### config.mk
export PLATFORM = sky130hd
export DESIGN_NAME = stipple_fill_engine
export DESIGN_NICKNAME = d
export VERILOG_FILES = /design/src/rtl/stip_pkg.sv /design/src/rtl/stip_bus_front.sv /design/src/rtl/stip_lead_one.sv /design/src/rtl/stip_seq.sv /design/src/rtl/stipple_fill_engine.sv
export SDC_FILE = /design/constraint.sdc
export NUM_CORES = 1
export LEC_CHECK = 0
export ABC_CLOCK_PERIOD_IN_PS = 6800
export BUFFER_PORTS_ARGS = -buffer_cell sky130_fd_sc_hd__clkbuf_2
export CAP_MARGIN = 20
export CORE_ASPECT_RATIO = 2
export CORE_MARGIN = 2
export CORE_UTILIZATION = 55
export DETAILED_ROUTE_END_ITERATION = 6
export GPL_ROUTABILITY_DRIVEN = 0
export PLACE_DENSITY = 0.94
export RECOVER_POWER = 50
export SYNTH_ARGS = -nofsm -noshare
export SYNTH_HDL_FRONTEND = slang
export SYNTH_SLANG_ARGS = --single-unit
### constraint.sdc
create_clock -name clk_i -period 6.8 [get_ports clk_i]
set_clock_uncertainty 0.2 [all_clocks]
set_input_delay 1.36 -clock clk_i [delete_from_list [all_inputs] [get_ports clk_i]]
set_output_delay 1.36 -clock clk_i [all_outputs]
set_load 0.02 [all_outputs]
### src/rtl/stip_pkg.sv
package stip_pkg;
  localparam int unsigned MASK_W = 32;
  localparam int unsigned COL_W  = 32;
  localparam int unsigned OFF_W  = $clog2(MASK_W);
  localparam int unsigned LEN_W  = OFF_W + 1;

  typedef enum logic {ST_IDLE, ST_RUN} stip_state_e;
endpackage

### src/rtl/stip_bus_front.sv
module stip_bus_front
  import stip_pkg::*;
#(
  parameter int unsigned PIX_W  = 20,
  parameter int unsigned ADDR_W = PIX_W + 3
) (
  input  logic              clk_i,
  input  logic              rst_ni,
  input  logic              we_i,
  input  logic              ready_i,
  input  logic [ADDR_W-1:0] addr_i,
  input  logic [COL_W-1:0]  wdata_i,
  output logic              start_o,
  output logic [PIX_W-1:0]  start_pix_o,
  output logic [COL_W-1:0]  colour_o
);
  logic accept, col_wr;

  assign accept      = we_i && ready_i;
  assign col_wr      = accept && !addr_i[2];
  assign start_o     = accept && addr_i[2];
  assign start_pix_o = addr_i[PIX_W+2:3];

  always_ff @(posedge clk_i or negedge rst_ni) begin
    if (!rst_ni)     colour_o <= '0;
    else if (col_wr) colour_o <= wdata_i;
  end

  assert_colour_kept_R7: assert property (@(posedge clk_i) disable iff (!rst_ni)
    !col_wr |=> $stable(colour_o));
  assert_start_no_colour_R1: assert property (@(posedge clk_i) disable iff (!rst_ni)
    start_o |=> colour_o == $past(colour_o));
endmodule

### src/rtl/stip_lead_one.sv
module stip_lead_one
  import stip_pkg::*;
(
  input  logic [MASK_W-1:0] vec_i,
  output logic [OFF_W-1:0]  off_o,
  output logic              any_o,
  output logic              last_o
);
  logic found;

  always_comb begin
    off_o = '0;
    found = 1'b0;
    for (int i = MASK_W - 1; i >= 0; i--) begin
      if (!found && vec_i[i]) begin
        off_o = OFF_W'(MASK_W - 1 - i);
        found = 1'b1;
      end
    end
  end

  assign any_o  = |vec_i;
  assign last_o = (vec_i & (vec_i - MASK_W'(1))) == '0;
endmodule

### src/rtl/stip_seq.sv
module stip_seq
  import stip_pkg::*;
#(
  parameter int unsigned PIX_W = 20
) (
  input  logic              clk_i,
  input  logic              rst_ni,
  input  logic              start_i,
  input  logic [PIX_W-1:0]  start_pix_i,
  input  logic [MASK_W-1:0] mask_i,
  input  logic              alt_i,
  input  logic              wide_i,
  output logic              busy_o,
  output logic              pix_we_o,
  output logic [PIX_W-1:0]  pix_addr_o,
  output logic              done_o,
  output logic [PIX_W-1:0]  base_o,
  output logic              alt_o,
  output logic              wide_o
);
  stip_state_e      state_q;
  logic [MASK_W-1:0] mask_q, clr;
  logic [OFF_W-1:0]  off;
  logic              any, last;

  stip_lead_one u_lead (
    .vec_i (mask_q),
    .off_o (off),
    .any_o (any),
    .last_o(last)
  );

  assign clr        = {1'b1, {(MASK_W-1){1'b0}}} >> off;
  assign busy_o     = state_q == ST_RUN;
  assign pix_we_o   = busy_o && any;
  assign pix_addr_o = base_o + PIX_W'(off);
  assign done_o     = busy_o && last;

  always_ff @(posedge clk_i or negedge rst_ni) begin
    if (!rst_ni) begin
      state_q <= ST_IDLE;
      mask_q  <= '0;
      base_o  <= '0;
      alt_o   <= 1'b0;
      wide_o  <= 1'b0;
    end else if (state_q == ST_IDLE) begin
      if (start_i) begin
        state_q <= ST_RUN;
        mask_q  <= mask_i;
        base_o  <= start_pix_i;
        alt_o   <= alt_i;
        wide_o  <= wide_i;
      end
    end else begin
      mask_q <= mask_q & ~clr;
      if (last) state_q <= ST_IDLE;
    end
  end

  assert_one_bit_per_cycle_R3: assert property (@(posedge clk_i) disable iff (!rst_ni)
    (busy_o && !done_o) |=> busy_o && ($countones(mask_q) == $countones($past(mask_q)) - 1));
  assert_done_ends_run_R9: assert property (@(posedge clk_i) disable iff (!rst_ni)
    done_o |=> !busy_o);
  assert_no_start_while_busy_R7: assert property (@(posedge clk_i) disable iff (!rst_ni)
    busy_o |-> !start_i);
endmodule

### src/rtl/stipple_fill_engine.sv
module stipple_fill_engine
  import stip_pkg::*;
#(
  parameter int unsigned PIX_W  = 20,
  localparam int unsigned ADDR_W = PIX_W + 3
) (
  input  logic              clk_i,
  input  logic              rst_ni,
  input  logic              wide_mode_i,
  input  logic              bus_we_i,
  input  logic              bus_alt_i,
  input  logic [ADDR_W-1:0] bus_addr_i,
  input  logic [COL_W-1:0]  bus_wdata_i,
  output logic              bus_ready_o,
  output logic              busy_o,
  output logic              mem8_we_o,
  output logic [PIX_W-1:0]  pix_addr_o,
  output logic [7:0]        mem8_data_o,
  output logic              mem32_we_o,
  output logic              ctl_we_o,
  output logic [COL_W-1:0]  mem32_data_o,
  output logic              dirty_valid_o,
  output logic [PIX_W-1:0]  dirty_start_o,
  output logic [LEN_W-1:0]  dirty_len_o
);
  logic             start, alt_q, wide_q;
  logic [PIX_W-1:0] start_pix;
  logic [COL_W-1:0] colour;

  assign bus_ready_o = !busy_o;

  stip_bus_front #(.PIX_W(PIX_W), .ADDR_W(ADDR_W)) u_front (
    .clk_i      (clk_i),
    .rst_ni     (rst_ni),
    .we_i       (bus_we_i),
    .ready_i    (bus_ready_o),
    .addr_i     (bus_addr_i),
    .wdata_i    (bus_wdata_i),
    .start_o    (start),
    .start_pix_o(start_pix),
    .colour_o   (colour)
  );

  stip_seq #(.PIX_W(PIX_W)) u_seq (
    .clk_i      (clk_i),
    .rst_ni     (rst_ni),
    .start_i    (start),
    .start_pix_i(start_pix),
    .mask_i     (bus_wdata_i),
    .alt_i      (bus_alt_i),
    .wide_i     (wide_mode_i),
    .busy_o     (busy_o),
    .pix_we_o   (mem8_we_o),
    .pix_addr_o (pix_addr_o),
    .done_o     (dirty_valid_o),
    .base_o     (dirty_start_o),
    .alt_o      (alt_q),
    .wide_o     (wide_q)
  );

  assign mem8_data_o = colour[7:0];
  assign mem32_we_o  = mem8_we_o && wide_q;
  assign ctl_we_o    = mem32_we_o && alt_q;
  assign dirty_len_o = LEN_W'(MASK_W);

  for (genvar g = 0; g < COL_W / 8; g++) begin : g_swap
    assign mem32_data_o[8*g +: 8] = colour[8*(COL_W/8-1-g) +: 8];
  end

  assert_dirty_single_R9: assert property (@(posedge clk_i) disable iff (!rst_ni)
    dirty_valid_o |=> !dirty_valid_o);
  assert_write_stalls_bus_R7: assert property (@(posedge clk_i) disable iff (!rst_ni)
    mem8_we_o |-> !bus_ready_o);
  assert_wide_with_pixel_R5: assert property (@(posedge clk_i) disable iff (!rst_ni)
    mem32_we_o |-> mem8_we_o);
  assert_ctl_with_wide_R6: assert property (@(posedge clk_i) disable iff (!rst_ni)
    ctl_we_o |-> mem32_we_o);
  assert_busy_ends_dirty_R9: assert property (@(posedge clk_i) disable iff (!rst_ni)
    $fell(busy_o) |-> $past(dirty_valid_o));
endmodule

==> impl_results.md, run 1 <==
- Combinational Power Share: 59.1%
- Port Buffers: 143
- Hold WS: 0.286 ns
- Post-Syn Area per Cell: 9.28 sq um
- Cell area after synthesis: 5010 sq um
- Power, Total: 3.68 mW
- WL final: 14,400 um
- WHS Endpoint: u_seq.alt_o
- Post-synth EDFFs: 0
- Tmin final: 6.43 ns
- # diodes: 0
- Worst IR Drop VDD: 0.000501 V
- ANT nets after route: 0
- Htree depth: 3
- Switching part of the total power: 51.2%
- Crit path buffers/inverters: 3
- Crit-path max FO: 8
- Pwr dens: 617 nW/um^2
- Hold Startpoint: u_seq.alt_o
- Synth cell count leaders: 103 x nand2_1, 87 x dfrtp_1, 36 x nor2_1, 32 x mux2_2, 26 x clkbuf_1
- DP Worst Slack: 0.842 ns
- Die area: 9940 sq um
- Sequential area share after synthesis: 43.4%
- CTS buffer count: 9
- First-pass GRT wire length: 23,500 um
- Final worst slack: 0.369 ns
- I/O pin count: 152
- Via Count: 4,926
- Worst-Skew Late Latency: 0.34 ns
- Reg2Reg Depth: 6
- Vias in the first global route: 4,919
- Final net count: 727
- Critical Path Most Common Cell: a21oi_1
- Leading area contributor after synthesis: dfrtp_1
- Synth warn: 0
- Main synth FF type: dfrtp_1
- RSZ-0062 raised after global routing: no
- Final setup TNS: 0 ns
- Core Region: 8950 sq um
- Synth top area cells: dfrtp_1 43%, nand2_1 7.7%, mux2_2 7.2%, a22o_1 2.8%, nor2_1 2.7%
- Critical Path Max Stage Delay: 0.70 ns
- Root Driver: clkbuf_16
- Hold Vio Cnt, Final: 0
- First drt pass iteration count: 5
- Max-cap viol count: 1
- DRC viols: 0
- Initial Util: 56.0%
- CTS Buffer Depth: 2
- R2R Setup Slk: 3.59 ns
- Wire per inst: 18.8 um
- Reg2reg start: u_seq.mask_q[7]
- Worst Hold Depth: 2
- Max-slew violations: 63
- CP top delay family: simple AND/OR/NAND/NOR gates
- Worst hold path class: reg2reg
- Setup Buffers After CTS: 0
- Post-Layout Inst Area: 5970 sq um
- Die Height: 139 um
- Slowest-stage cell, CP: or4_1
- Initial DRC count: 555
- Core Rows: 49
- Crit start category: register
- Max-Slew Margin vs Limit: -120%
- #FFs+latches synth: 87
- Number of cells on the critical path: 15
- Total net switching power: 1.89 mW
- Antenna violations before repair: 0
- FF-to-FF End: u_seq.busy_o
- Area after DPL: 5700 sq um
- Worst EP required: 5.24 ns
- Worst Tran Pin Value: 3.29 ns
- Largest net degree at the start of global routing: 63
- Hold-fix buffers, CTS: 0
- Internal power: 1.80 mW
- Clock power share: 13.5%
- Avg Vias per Cell: 6.41
- Pleak: 2.87 nW
- DIE WIDTH: 71.5 um
- Clock sink count: 87
- Clock transition at path regs: 0.06 ns
- Count leader, synth: nand2_1
- Yosys cell types: 67
- Max frequency: 155 MHz
- Crit path cell chain: or4_1 -> nor3_2 -> nand3_1 -> a211oi_2 -> nor2_1 -> buf_4 -> inv_2 -> ha_1 -> fa_1 -> a21oi_1 -> o21bai_1 -> a21oi_1 -> nor3b_1 -> xor2_1 -> clkbuf_2
- Tcrit/Tclk final: 94.6%
- TritonCTS clock tree: built
- Final Setup Violations: 0
- Outcome: finished, violations left
- Worst path arrival time: 4.87 ns
- Dpl hpwl: 10,600 um
- Worst Setup Path Type: reg2out
- Gr usage total: 29.9%
- Mapped Cells: 540
- Resized cells post-CTS: 0
- Synth top area share: 43.4%
- Sequential share of power: 27.4%
- P&R area growth vs syn: 19.1%
- Layout cells sized above 1: 27.8%
- Async set-or-reset flop fraction in the synthesized netlist: 100%
- Grt ovf: 0
- Kind of end point of the critical path: output port
- Failing checks: capacitance limit, slew limit
==> logic make-up after synthesis <==
logic type / share of synthesized area, %
multiplexers: 8.59
buffers and inverters: 5.39
adder cells (fa/ha/maj): 2.25
AO/OA/AOI/OAI: 15.9
flip-flops: 43.4
XOR/XNOR: 3.14
other: 0.150
AND/OR/NAND/NOR: 21.2
==> per-stage QoR <==
step	util [%]	instances
CTS	67.0	768
global placement	63.7	752
detailed placement	63.7	752
global route	66.7	768
finish	66.7	768
floorplan	-	544
==> power groups by stage <==
| stage | logic (mW) | registers (mW) | clock network (mW) |
|---|---|---|---|
| 6_report | 2.18 | 1.01 | 0.498 |
| 4_1_cts | 2.16 | 0.994 | 0.505 |
| 5_1_grt | 2.33 | 1.04 | 0.527 |
| 3_5_place_dp | 2.14 | 1.00 | 0 |
| 2_1_floorplan | 1.38 | 1.10 | 0 |
| 3_3_place_gp | 2.07 | 0.983 | 0 |
==> registers in the layout, summed over array words and instances, names as in the netlist <==
signal	flops
u_seq.wide_o	1
u_seq.mask_q	32
u_front.colour_o	32
u_seq.base_o	20
u_seq.busy_o	1
u_seq.alt_o	1
==> worst max path at each step <==
stage | start | to | slack, ns
global route | u_seq.mask_q[29] | pix_addr_o[8] | 0.15
global placement | u_seq.mask_q[29] | pix_addr_o[19] | 0.92
floorplan | u_seq.mask_q[21] | pix_addr_o[15] | 1.46
detailed placement | u_seq.mask_q[29] | pix_addr_o[11] | 0.84
CTS | u_seq.mask_q[29] | pix_addr_o[11] | 0.46
finish | u_seq.mask_q[29] | pix_addr_o[8] | 0.37
==> area by class of cell <==
class,instances,area [sq um]
clock buffers,12,246
clock inverters,4,53.8
fillers,673,2980
inverters,10,37.5
multi-input cells,403,2590
flip-flops and latches,87,2180
well taps,102,128
repair buffers,150,736
==> layer usage <==
layer	wire length [um]	track usage, %	part of all wire [%]	vias to the layer above
met5	0	0	0	-
met4	893	18.9	6.2	0
met3	1050	6.03	7.3	101
met2	7720	52.6	54	339
met1	4760	31.2	33	2295
li1	-	-	-	2191
==> cell usage in the layout, fill, tap and decap left out, types with 3 or more instances in the layout <==
cell	n
clkbuf_16	9
xor2_1	12
mux2i_1	7
nor4b_1	3
clkbuf_2	120
a22o_1	16
nand2b_1	3
a31oi_1	12
o31ai_1	4
buf_4	6
nor3_1	14
nand4_1	10
o32ai_1	3
and3_1	3
a21o_1	3
xnor2_1	6
conb_1	6
mux2_2	32
o21ai_1	4
inv_1	8
nand2_1	103
dfrtp_1	87
a21oi_1	18
nor2_1	36
or4_1	8
clkbuf_1	26
o21ai_0	18
nand3_1	11
o21bai_1	4
maj3_1	3
ha_1	5
nor4_1	10
or3_1	4
o41ai_1	4
==> tightest hold or removal path, cell delays in order (launching register included) <==
cell and delay, ns:
dfrtp_1 0.35, nand2_1 0.05, nand2_1 0.06
Note: power is estimated with default switching activity, not from simulation.
==> run 2, diff against run 1 <==
- ABC_AREA: unset -> 1
- PLACE_DENSITY: 0.94 -> 0.93
==> run 2 against run 1 <==
Effect of this change:
- the run still ends with capacitance limit, slew limit left
- non-clock buffer count fell by 2
- clock power is 2% higher
- critical endpoint is now pix_addr_o[16]
- largest cell class unchanged
- synthesized cell count rose by 11%
- sequential share of layout area down 1.6 points
- critical path depth grew 4
- global-route usage shrank 0.17 points
- final area increased by 4.7%
- cell count increased by 9.2%
- core utilization down 0.077 points
- power is 3.2% lower
==> impl_results.md, run 2 <==
- Count leader, synth: dfrtp_1
- Crit start category: register
- Critical Path Max Stage Delay: 0.52 ns
- ANT nets after route: 0
- Resized cells post-CTS: 0
- Synth top area cells: dfrtp_1 41%, mux2_2 9.8%, nand2_1 5.9%, nand3_1 4.4%, inv_1 3.8%
- CP top delay family: simple AND/OR/NAND/NOR gates
- Util after Layout: 66.6%
- Max-Slew Margin vs Limit: -122%
- Grt ovf: 0
- Hold-fix buffers, CTS: 0
- Final net count: 796
- Max-cap viol count: 4
- Max frequency: 176 MHz
- Gr busiest metal: met2
- Post-Syn Area per Cell: 8.82 sq um
- I/O pin count: 152
- Die Height: 143 um
- Dpl hpwl: 10,900 um
- Wire per inst: 17.5 um
- Crit path buffers/inverters: 2
- Initial Util: 56.6%
- P&R area growth vs syn: 17.7%
- Antenna violations before repair: 0
- Crit path cell chain: inv_2 -> nand2_1 -> nor2_1 -> nand4_4 -> nor2_8 -> nand2_4 -> nor2_4 -> nand2_1 -> nand4_2 -> ha_1 -> fa_1 -> nand3_1 -> nand2_1 -> a21oi_1 -> nor4_1 -> nand3_1 -> nor2_1 -> xor2_1 -> clkbuf_2
- CTS buffer count: 9
- Tmin final: 5.68 ns
- Synth cell count leaders: 87 x dfrtp_1, 84 x nand2_1, 54 x inv_1, 52 x nor2_1, 47 x nand3_1
- Leading area contributor after synthesis: dfrtp_1
- Reg2Reg Depth: 7
- Registers with the most flip-flops: u_front.colour_o (32), u_seq.mask_q (32), u_seq.base_o (20)
- Most frequent cells in the layout: 107 x clkbuf_2, 87 x dfrtp_1, 84 x nand2_1
- Core Rows: 50
- Worst hold path class: reg2reg
- Avg Vias per Cell: 6.00
- Sequential area share after synthesis: 41.0%
- Setup Buffers After CTS: 0
- Via Count: 5,037
- Grt met3 use: 5.01%
- Grt met2 use: 52.3%
- Mapped Cells: 602
- Max-slew violations: 192
- Number of cells on the critical path: 19
- CTS Buffer Depth: 2
- Commonest non-fill, non-tap cell in the layout: clkbuf_2
- Crit-path max FO: 7
- Slowest-stage cell, CP: nor4_1
- Worst Tran Pin Value: 3.33 ns
- Layout cells sized above 1: 29.1%
- Pleak: 3.15 nW
- RSZ-0062 raised after global routing: no
- Initial DRC count: 520
- Final Setup Violations: 0
- Tcrit/Tclk final: 83.5%
- Async set-or-reset flop fraction in the synthesized netlist: 100%
- Worst Hold Depth: 2
- WL final: 14,700 um
- Synth top area share: 41.0%
- First drt pass iteration count: 6
- Vias in the first global route: 5,359
- Final worst slack: 1.12 ns
- Outcome: finished, violations left
- Largest net degree at the start of global routing: 62
- CP Launch Point: u_seq.mask_q[14]
- Die area: 10,500 sq um
- TritonCTS clock tree: built
- Root Driver: clkbuf_16
- Worst Setup Path Type: reg2out
- Failing checks: capacitance limit, slew limit
- Worst EP required: 5.24 ns
- Worst-Skew Late Latency: 0.35 ns
- Gr usage total: 29.7%
- Pwr dens: 570 nW/um^2
- Post-synth EDFFs: 0
- Yosys cell types: 49
- Main synth FF type: dfrtp_1
- Final setup TNS: 0 ns
- Met1 global-route usage: 31.4%
- DRC viols: 0
- Hold Vio Cnt, Final: 0
- Worst IR Drop VDD: 0.000457 V
- Worst path arrival time: 4.12 ns
- First-pass GRT wire length: 24,200 um
- Port Buffers: 143
- Hold Startpoint: u_front.colour_o[18]
- Critical Path Most Common Cell: nand2_1
- DP Worst Slack: 1.53 ns
- Reg2reg start: u_seq.busy_o
- Cell area after synthesis: 5310 sq um
- Kind of end point of the critical path: output port
- Core Region: 9380 sq um
- Clock sink count: 87
- DIE WIDTH: 73.5 um
- #FFs+latches synth: 87
- Clock transition at path regs: 0.07 ns
- Synth warn: 0
- Htree depth: 3
- # diodes: 0
==> run 2: cell types whose count changed after synthesis, moves of 8 or more <==
cell	change
clkbuf_1	-9
o21ai_0	+22
nor4_1	-8
a22oi_1	+24
nor2_1	+16
a22o_1	-16
nand2_1	-19
nand3_1	+36
nor2_2	+11
inv_1	+46
or4_1	-8
a31oi_1	-11
mux2_2	+14
==> run 2: cells by family after synthesis <==
kind of cell / count (synthesis) / synth area share, %
muxes: 46 / 9.75
AOI/OAI and AO/OA: 102 / 12.1
xor gates and xnor gates: 18 / 2.97
DFF: 87 / 41.0
adders and majority gates: 9 / 2.14
other: 2 / 0.141
and+or+nand+nor: 245 / 24.0
buffers and inverters: 93 / 7.87
==> run 2: cell type report <==
cell class	instances	area, sq um
clock buffer	9	225
sequential	87	2180
fill	703	3130
timing repair buffer	148	693
inverter	58	218
multi-input combinational	426	2730
clock inverter	7	77.6
tap	104	130
==> run 2: final timing paths <==
| check | to | slack (ns) |
|---|---|---|
| max | pix_addr_o[16] | 1.12 |
| min | u_front.colour_o[18] | 0.29 |
| max reg2reg | u_seq.mask_q[14] | 1.28 |
| min reg2reg | u_front.colour_o[18] | 0.29 |
| max in group asynchronous | u_front.colour_o[6] | 1.47 |
| min in group asynchronous | u_front.colour_o[30] | 1.12 |
==> run 2: per-layer routing <==
metal / vias up / share of wire [%]
met5: - / 0
met4: 0 / 5.5
met3: 75 / 5.4
met2: 247 / 56
met1: 2417 / 33
li1: 2298 / -
==> run 2: tightest hold or removal path, stage by stage (launching register included) <==
cell     delay [ns]
dfrtp_1        0.35
nand2_1        0.05
o21ai_0        0.06
==> run 2: through the flow <==
step | instances | instance area (sq um) | total power [mW] | hold slack, ns
after floorplan | 606 | 5330 | 2.47 | 0.272
after global placement | 823 | 6020 | 2.95 | 0.274
after detailed placement | 823 | 6020 | 3.06 | 0.277
after CTS | 839 | 6320 | 3.58 | 0.294
after global routing | 839 | 6250 | 3.80 | 0.311
final | 839 | 6250 | 3.57 | 0.293
==> run 2: power breakdown <==
| group | internal [mW] | leakage (nW) | total, mW | switching (mW) |
|---|---|---|---|---|
| logic | 0.675 | 1.94 | 1.98 | 1.30 |
| clock network | 0.289 | 0.147 | 0.506 | 0.217 |
| registers | 0.779 | 1.07 | 1.08 | 0.300 |
| total | 1.74 | 3.15 | 3.57 | 1.82 |
==> run 3, diff against run 2 <==
- ABC_CLOCK_PERIOD_IN_PS: 6800 -> 5290
- CORE_UTILIZATION: 55 -> 53
- PLACE_DENSITY: 0.93 -> 0.9
- clock period: 6.8 -> 5.29 ns (I/O delays scaled with it)
==> run 3 against run 2 <==
Effect of this change:
- the flow still finishes with violations (capacitance limit, slew limit)
- final area increased by 3.7%
- core utilization down 0.23 points
- count of clock-buffer cells in the layout up 2
- sequential power rose by 31%
- sequential cell count unchanged
- global-route usage about the same
- critical path type unchanged
- critical endpoint is now pix_addr_o[17]
==> impl_results.md, run 3 (synthesized netlist as in run 2, its figures left out) <==
- Grt ovf: 0
- Wire per inst: 18.0 um
- Critical Path Max Stage Delay: 0.46 ns
- DIE WIDTH: 74.8 um
- Via Count: 5,165
- Reg2Reg Depth: 6
- Crit-path max FO: 6
- R2R Setup Slk: 2.18 ns
- Tmin final: 5.05 ns
- Number of cells on the critical path: 23
- Largest net degree at the start of global routing: 88
- Root Driver: clkbuf_16
- Post-Layout Inst Area: 6480 sq um
- Initial Util: 54.4%
- Dpl hpwl: 11,200 um
- Max-slew violations: 67
- Gr usage total: 29.7%
- Port Buffers: 143
- First-pass GRT wire length: 25,200 um
- Die area: 10,900 sq um
- ANT nets after route: 0
- TritonCTS clock tree: built
- Registers with the most flip-flops: u_front.colour_o (32), u_seq.mask_q (32), u_seq.base_o (20)
- Worst Hold Depth: 2
- First drt pass iteration count: 5
- Antenna violations before repair: 0
- Clock sink count: 87
- Worst path arrival time: 3.79 ns
- Max-cap viol count: 1
- CP top delay family: simple AND/OR/NAND/NOR gates
- CTS buffer count: 9
- Slowest-stage cell, CP: dfrtp_2
- Most frequent cells in the layout: 98 x clkbuf_2, 82 x nand2_1, 80 x dfrtp_1
- Vias in the first global route: 5,471
- Worst Setup Path Type: reg2out
- Area after DPL: 6050 sq um
- Final net count: 809
- Crit path buffers/inverters: 2
- Failing checks: capacitance limit, slew limit
- Hold Vio Cnt, Final: 0
- Worst hold path class: reg2reg
- Final Setup Violations: 0
- Max frequency: 198 MHz
- Avg Vias per Cell: 5.87
- Tcrit/Tclk final: 95.4%
- Core Rows: 51
- Hold WS: 0.299 ns
- # diodes: 0
- DRC viols: 0
- Max-Slew Margin vs Limit: -11.1%
- Crit path cell chain: nor2_4 -> nand2_2 -> nor2_8 -> nand4_4 -> nor2_8 -> nand2_4 -> nor2_2 -> nand2_1 -> nand2_1 -> inv_1 -> ha_1 -> nand3_1 -> nand2_1 -> nand3_1 -> nand2_2 -> nand3_2 -> nand3b_4 -> nor2_4 -> nand2_2 -> nor2_4 -> nand3_1 -> xnor2_1 -> buf_2
- Outcome: finished, violations left
- Crit start category: register
- CTS Buffer Depth: 2
- Pleak: 3.22 nW
- Die Height: 146 um
- Clock transition at path regs: 0.07 ns
- WL final: 15,800 um
- Core Region: 9760 sq um
- P&R area growth vs syn: 22.0%
- Commonest non-fill, non-tap cell in the layout: clkbuf_2
- Worst IR Drop VDD: 0.000707 V
- Kind of end point of the critical path: output port
- Worst Tran Pin Value: 1.67 ns
- Pwr dens: 735 nW/um^2
- Layout cells sized above 1: 31.8%
- Worst EP required: 4.03 ns
- Worst-Skew Late Latency: 0.35 ns
- Power, Total: 4.76 mW
- Htree depth: 3
- Initial DRC count: 510
- I/O pin count: 152
run 3: changes by cell type in the layout (fill, tap and decap cells not counted), moves of 3 or more:
cell	delta
inv_6	-3
dfrtp_1	-7
dfrtp_2	+7
clkbuf_2	-9
clkbuf_1	+5
nor2_1	-3
nor2_4	+5
buf_4	+17
run 3: per-stage QoR:
stage               std cells  TNS (ns)  setup slack [ns]  util [%]
finish                    880         0             0.241      66.4
global route              880   -0.0218           -0.0218      66.4
CTS                       867         0           0.00804      65.3
detailed placement        851         0             0.415      62.0
global placement          851         0             0.541      62.0
floorplan                 606         0             0.854         -
run 3: worst min-delay path, cell delays in order (launching register included):
cell and delay (ns):
dfrtp_1 0.35, nand2_1 0.05, o21ai_0 0.07
run 3: area by class of cell:
type                            count  area [sq um]
Fill cell                         731          3280
Multi-Input combinational cell    426          2790
Sequential cell                    87          2190
Timing Repair Buffer              161           796
Clock buffer                       11           243
Inverter                           58           218
Tap cell                          132           165
Clock inverter                      5          81.3
run 3: final timing paths:
check / start / to
worst max-delay path: u_seq.mask_q[27] / pix_addr_o[17]
min in group asynchronous: rst_ni / u_seq.mask_q[29]
worst min register to register: u_front.colour_o[16] / u_front.colour_o[16]
max in group asynchronous: rst_ni / u_seq.mask_q[16]
worst min-delay path: u_front.colour_o[16] / u_front.colour_o[16]
worst max register to register: u_seq.busy_o / u_seq.mask_q[27]
run 3: where the power goes:
group / switching [mW] / internal [mW]
combinational: 1.74 / 0.911
sequential: 0.408 / 1.01
clock: 0.274 / 0.427
run 3: metal layers:
metal  GRT usage [%]  routed length [um]  up-vias
met5               0                   0        -
met4            18.8                 904        0
met3            5.61                1010       84
met2            51.7                8620      298
met1            31.2                5280     2460
li1                -                   -     2323
run 3: what timing repair did:
item | CTS | global route
setup buffers | 0 | 12
setup endpoints to repair | 0 | 5
resized for setup | 0 | 24
hold buffers | 0 | 0
endpoints found under the hold margin | 0 | 0
